==> src/rtl/pipe3_pkg.sv <==
package pipe3_pkg;

  typedef enum logic [2:0] {
    ST_IDLE,
    ST_ACK,
    ST_BUSY,
    ST_OFFER,
    ST_RELEASE
  } stageState_e;

  typedef struct packed {
    logic latch;
    logic start;
  } stageStrobe_t;

endpackage

==> src/rtl/pipe_stage_fsm.sv <==
module pipe_stage_fsm
  import pipe3_pkg::*;
(
  input  logic         clk,
  input  logic         rst,
  input  logic         upReq,
  output logic         upAck,
  output logic         dnReq,
  input  logic         dnAck,
  input  logic         stDone,
  output stageStrobe_t strobe
);

  stageState_e state, nextState;

  always_ff @(posedge clk) begin
    if (rst) state <= ST_IDLE;
    else     state <= nextState;
  end

  always_comb begin
    nextState = state;
    strobe    = '0;
    case (state)
      ST_IDLE:    if (upReq) begin nextState = ST_ACK; strobe.latch = 1'b1; end
      ST_ACK:     if (!upReq) begin nextState = ST_BUSY; strobe.start = 1'b1; end
      ST_BUSY:    if (stDone) nextState = ST_OFFER;
      ST_OFFER:   if (dnAck) nextState = ST_RELEASE;
      ST_RELEASE: if (!dnAck) nextState = ST_IDLE;
      default:    nextState = ST_IDLE;
    endcase
  end

  assign upAck = (state == ST_ACK);
  assign dnReq = (state == ST_OFFER);


  assert_reset_clear_R1: assert property (@(posedge clk)
    rst |=> (!upAck && !dnReq && !strobe.start));


  assert_ack_hold_R2: assert property (@(posedge clk) disable iff (rst)
    (upAck && upReq) |=> upAck);


  assert_req_hold_R3: assert property (@(posedge clk) disable iff (rst)
    (dnReq && !dnAck) |=> dnReq);


  assert_start_single_R4: assert property (@(posedge clk) disable iff (rst)
    strobe.start |=> !strobe.start);


  assert_offer_after_done_R5: assert property (@(posedge clk) disable iff (rst)
    $rose(dnReq) |-> $past(stDone));

endmodule

==> src/rtl/pipe_ctrl.sv <==
module pipe_ctrl
  import pipe3_pkg::*;
#(
  parameter int STAGES = 3
) (
  input  logic                       clk,
  input  logic                       rst,
  input  logic                       inValid,
  output logic                       inAck,
  input  logic                       outAck,
  output logic                       outValid,
  input  logic [STAGES-1:0]          stageDone,
  output logic [STAGES-1:0]          stageStart,
  output stageStrobe_t [STAGES-1:0]  strobes
);

  localparam int LINKS = STAGES + 1;

  logic [LINKS-1:0] linkReq;
  logic [LINKS-1:0] linkAck;

  assign linkReq[0]      = inValid;
  assign inAck           = linkAck[0];
  assign outValid        = linkReq[STAGES];
  assign linkAck[STAGES] = outAck;

  for (genvar i = 0; i < STAGES; i++) begin : gStage
    pipe_stage_fsm uFsm (
      .clk    (clk),
      .rst    (rst),
      .upReq  (linkReq[i]),
      .upAck  (linkAck[i]),
      .dnReq  (linkReq[i+1]),
      .dnAck  (linkAck[i+1]),
      .stDone (stageDone[i]),
      .strobe (strobes[i])
    );
    assign stageStart[i] = strobes[i].start;
  end

endmodule

==> src/rtl/pipe_data.sv <==
module pipe_data
  import pipe3_pkg::*;
#(
  parameter int STAGES = 3,
  parameter int TAG_W  = 8
) (
  input  logic                       clk,
  input  logic                       rst,
  input  stageStrobe_t [STAGES-1:0]  strobes,
  input  logic [TAG_W-1:0]           inTag,
  output logic [STAGES*TAG_W-1:0]    stageTag,
  output logic [TAG_W-1:0]           outTag
);

  logic [TAG_W-1:0] tagQ [STAGES];

  for (genvar i = 0; i < STAGES; i++) begin : gTag
    logic [TAG_W-1:0] srcTag;
    if (i == 0) begin : gFirst
      assign srcTag = inTag;
    end else begin : gNext
      assign srcTag = tagQ[i-1];
    end

    always_ff @(posedge clk) begin
      if (rst)                  tagQ[i] <= '0;
      else if (strobes[i].latch) tagQ[i] <= srcTag;
    end

    assign stageTag[i*TAG_W +: TAG_W] = tagQ[i];
  end

  assign outTag = tagQ[STAGES-1];

endmodule

==> src/rtl/pipe3_hs.sv <==
module pipe3_hs
  import pipe3_pkg::*;
#(
  parameter int STAGES = 3,
  parameter int TAG_W  = 8
) (
  input  logic                    clk,
  input  logic                    rst,
  input  logic                    inValid,
  input  logic [TAG_W-1:0]        inTag,
  output logic                    inAck,
  output logic [STAGES-1:0]       stageStart,
  output logic [STAGES*TAG_W-1:0] stageTag,
  input  logic [STAGES-1:0]       stageDone,
  output logic                    outValid,
  output logic [TAG_W-1:0]        outTag,
  input  logic                    outAck
);

  stageStrobe_t [STAGES-1:0] strobes;

  pipe_ctrl #(.STAGES(STAGES)) uCtrl (
    .clk        (clk),
    .rst        (rst),
    .inValid    (inValid),
    .inAck      (inAck),
    .outAck     (outAck),
    .outValid   (outValid),
    .stageDone  (stageDone),
    .stageStart (stageStart),
    .strobes    (strobes)
  );

  pipe_data #(.STAGES(STAGES), .TAG_W(TAG_W)) uData (
    .clk      (clk),
    .rst      (rst),
    .strobes  (strobes),
    .inTag    (inTag),
    .stageTag (stageTag),
    .outTag   (outTag)
  );

  // delivered item stays offered and unchanged until taken
  assert_out_hold_R3: assert property (@(posedge clk) disable iff (rst)
    (outValid && !outAck) |=> (outValid && $stable(outTag)));

endmodule

==> config.mk <==
export PLATFORM = sky130hd
export DESIGN_NAME = pipe3_hs
export DESIGN_NICKNAME = d
export VERILOG_FILES = /design/src/rtl/pipe3_pkg.sv /design/src/rtl/pipe_stage_fsm.sv /design/src/rtl/pipe_ctrl.sv /design/src/rtl/pipe_data.sv /design/src/rtl/pipe3_hs.sv
export SDC_FILE = /design/constraint.sdc
export NUM_CORES = 1
export LEC_CHECK = 0
export BUFFER_PORTS_ARGS = -buffer_cell sky130_fd_sc_hd__buf_2
export CAP_MARGIN = 40
export CORE_MARGIN = 2
export CORE_UTILIZATION = 49
export DETAILED_ROUTE_END_ITERATION = 7
export GPL_TIMING_DRIVEN = 0
export PLACE_DENSITY = 0.78
export REMOVE_ABC_BUFFERS = 1
export SLEW_MARGIN = 20
export SYNTH_ARGS = -nofsm -noshare
export SYNTH_HDL_FRONTEND = slang
export SYNTH_SLANG_ARGS = --single-unit
==> constraint.sdc <==
create_clock -name clk -period 2.8 [get_ports clk]
set_clock_uncertainty 0.1 [all_clocks]
set_input_delay 0.56 -clock clk [delete_from_list [all_inputs] [get_ports clk]]
set_output_delay 0.56 -clock clk [all_outputs]
set_load 0.02 [all_outputs]
==> qor_table.md <==
| Item | Reported | Unit |
|:---|:---|:---|
| Result of the run | completed | - |
| Static Leakage | 0.8191 | nW |
| Yosys warnings | 0 | - |
| Level count of the clock H-tree | 2 | - |
| Cell type with the largest total area after synthesis | sky130_fd_sc_hd__edfxtp_1 | - |
| CTS hold repair buffers | 0 | - |
| Fraction of final layout cells with drive strength greater than 1 | 0.3976 | - |
| Max clock buf depth | 2 | - |
| Ratio of final minimum period to clock period | 0.7479 | - |
| Via Count | 1,054 | - |
| Worst path required time | 2.14 | ns |
| Endpoint class of the critical path | primary output | - |
| Number of optimization iterations in the first detailed-route pass | 4 | - |
| DRC violation count after routing | 0 | - |
| Unrepaired setup endpoints after global routing | false | - |
| Initial core utilization | 0.5058 | - |
| Peak supply drop | 0.2985 | mV |
| Post-CTS Resized | 0 | - |
| Synth top area share | 0.4745 | - |
| Maximum clock frequency | 0.4776 | GHz |
| WL per Instance | 13.02 | um |
| Remaining max-slew budget at the tightest pin | 0.4225 | - |
| Number of global-route vias before repair | 946 | - |
| Pwr Density | 515.5 | mW/mm2 |
| Number of enable flip-flop cells after synthesis | 24 | - |
| Ordered cell list for the critical path | or3b_1 > nor2_1 > buf_2 | - |
| Buffer cell driving the clock tree root | sky130_fd_sc_hd__clkbuf_4 | - |
| Final hold violation count | 0 | - |
| Die ar. | 0.003561 | mm2 |
| Total track usage | 0.1555 | - |
| Count of input and output buffers | 51 | - |
| Number of placement rows | 20 | - |
| Drt initial violations | 23 | - |
| Number of setup buffers added after CTS | 0 | - |
| Asr flop ratio synth | 0 | - |
| Largest net degree at the start of global routing | 11 | - |
| Min cycle time layout | 2.094 | ns |
| Clk_lat worst skew | 0.32 | ns |
| Layout fillers | 253 | - |
| Accumulated negative setup slack | 0 | ns |
| Final HPWL DP | 2010 | um |
| Number of sinks driven by the clock tree | 33 | - |
| Diode insertion count for antenna repair | 0 | - |
| Total gr overflow | 0 | - |
| Maximum net fanout on the critical path | 7 | - |
| Setup crit start kind | register | - |
| Maximum cell stage delay along the critical path | 0.44 | ns |
| Ports placed on the boundary | 52 | - |
| Horizontal die dimension | 59.68 | um |
| Count of unique library cells instantiated by Yosys | 36 | - |
| CTS tree | done | - |
| Final core utilization | 0.5983 | - |
| Worst setup path category | register to primary output | - |
| Fraction of the yosys area taken by sequential cells | 0.5931 | - |
| Gate Count Post-Synth | 119 | - |
| Via-per-instance ratio | 5.296 | - |
| RePlAce Congestion | 0.7228 | - |
| Number of flip-flops and latches in the synthesized netlist | 33 | - |
| Initial antenna violation count | 0 | - |
| Syn_area_per_cell | 12.76 | um2 |
| Clk slew on worst S/H paths | 0.08 | ns |
| Slew Limit Fails | 0 | - |
| Most area-consuming cells after synthesis | sky130_fd_sc_hd__edfxtp_1 (47%), sky130_fd_sc_hd__dfxtp_1 (12%), sky130_fd_sc_hd__and2_1 (6.6%) | - |
| Dominant register cell in the synthesized netlist | sky130_fd_sc_hd__edfxtp_1 | - |
| Number of nets in the final layout | 180 | - |
| Library cell contributing the largest single delay on the critical path | sky130_fd_sc_hd__dfxtp_1 | - |
| MaxCap Viol Count | 0 | - |
| Inserted Clock Buffers | 5 | - |
| Transition time at the pin with the least slew margin | 0.8569 | ns |
| Die extent in y | 59.68 | um |
| Non-Filler Cell Area, Final | 0.001797 | mm2 |
| Class of the tightest hold or removal check | primary input to register | - |
| Worst setup slack after placement | 0.8538 | ns |
| Setup slack after layout | 0.7060 | ns |
| Placed inst area | 0.001738 | mm2 |
| Area growth from synthesis to layout | 18.29 | % |
| Core outline area | 0.003003 | mm2 |
| Total routed wirelength | 2590 | um |
| # setup viols final | 0 | - |
| Antenna-violating nets left | 0 | - |
| Post-synthesis instance area | 0.001519 | mm2 |
| Arrival time of the worst setup path | 1.43 | ns |
| Wire length of the first global-routing pass | 4029 | um |
[routing by layer]
metal / global-route usage / share of wire / vias to the layer above
met1: 0.1752 / 0.38 / 486
met2: 0.2764 / 0.54 / 51
met5: 0 / 0 / -
met3: 0.03896 / 0.076 / 0
met4: 0.06667 / 0 / 0
li1: - / - / 517
[where the power goes]
part / switching [mW] / internal [mW] / total (mW) / leakage (nW)
combinational: 0.0654 / 0.0371 / 0.103 / 0.462
clock: 0.139 / 0.124 / 0.262 / 0.0326
sequential: 0.0156 / 0.546 / 0.561 / 0.325
[cell usage after synthesis, types with 2 or more instances]
cell	number
sky130_fd_sc_hd__o21ai_0	2
sky130_fd_sc_hd__nand2_1	2
sky130_fd_sc_hd__buf_4	10
sky130_fd_sc_hd__inv_1	3
sky130_fd_sc_hd__dfxtp_1	9
sky130_fd_sc_hd__and2_1	16
sky130_fd_sc_hd__nor2_1	8
sky130_fd_sc_hd__edfxtp_1	24
sky130_fd_sc_hd__and3_1	9
sky130_fd_sc_hd__nor3b_1	2
sky130_fd_sc_hd__a21oi_1	4
sky130_fd_sc_hd__buf_2	3
sky130_fd_sc_hd__and3b_1	2
sky130_fd_sc_hd__nor3_1	3
[critical path, delay by kind of cell (launching register included)]
| family | cells | cell delay (ns) |
|---|---|---|
| simple gates | 2 | 0.52 |
| buf+inv | 1 | 0.16 |
| flops | 1 | 0.44 |
[path summary, 6_finish.rpt]
kind / start / endpoint / depth (start not counted) / slack, ns
min: outAck / uCtrl.gStage[2].uFsm.state[2]$_SDFFE_PP0P_ / 3 / 0.40
min reg2reg: uData.tagQ[0][5]$_SDFFCE_PN0P_ / uData.tagQ[1][5]$_SDFFCE_PN0P_ / 1 / 0.45
max reg2reg: uCtrl.gStage[1].uFsm.state[1]$_SDFFE_PP0P_ / uData.tagQ[2][5]$_SDFFCE_PN0P_ / 4 / 0.82
max: uCtrl.gStage[2].uFsm.state[0]$_SDFFE_PP0P_ / stageStart[2] / 3 / 0.71
[metrics by stage]
step | power (mW) | hold WS, ns | std cells
floorplan | 0.6320 | 0.4049 | 106
global placement | 0.6715 | 0.4342 | 190
detailed placement | 0.6763 | 0.4406 | 191
CTS | 0.9383 | 0.3838 | 199
global route | 0.9746 | 0.3803 | 199
finish | 0.9262 | 0.3993 | 199
[cells by family after synthesis]
group / share of synthesized area
AOI/OAI and AO/OA: 0.08238
buffers and inverters: 0.06672
DFF: 0.5931
muxes: 0.006590
and+or+nand+nor: 0.2512
[layout by cell type, fill, tap and decap left out, types with 2 or more instances in the layout]
| cell type | count |
|---|---|
| sky130_fd_sc_hd__a21oi_1 | 4 |
| sky130_fd_sc_hd__and2_1 | 16 |
| sky130_fd_sc_hd__and3_1 | 9 |
| sky130_fd_sc_hd__and3b_1 | 2 |
| sky130_fd_sc_hd__buf_2 | 52 |
| sky130_fd_sc_hd__clkbuf_1 | 2 |
| sky130_fd_sc_hd__clkbuf_4 | 5 |
| sky130_fd_sc_hd__dfxtp_1 | 9 |
| sky130_fd_sc_hd__edfxtp_1 | 24 |
| sky130_fd_sc_hd__inv_1 | 3 |
| sky130_fd_sc_hd__nand2_1 | 2 |
| sky130_fd_sc_hd__nor2_1 | 8 |
| sky130_fd_sc_hd__nor3_1 | 3 |
| sky130_fd_sc_hd__nor3b_1 | 2 |
| sky130_fd_sc_hd__o21ai_0 | 2 |
[final cells by class]
| cell class | count | area (um2) | area share |
|---|---|---|---|
| inverters | 3 | 11.26 | 0.006267 |
| clock buffers | 8 | 58.81 | 0.03273 |
| well taps | 33 | 41.29 | 0.02298 |
| multi-input cells | 70 | 524.3 | 0.2918 |
| repair buffers | 52 | 260.3 | 0.1448 |
| flip-flops and latches | 33 | 900.9 | 0.5014 |
[flip-flops by register name, indices dropped and copies added (netlist names)]
| register | count |
|---|---|
| uData.tagQ | 24 |
| uCtrl.gStage.uFsm.state | 9 |
Power figures use the tool's default switching activity.
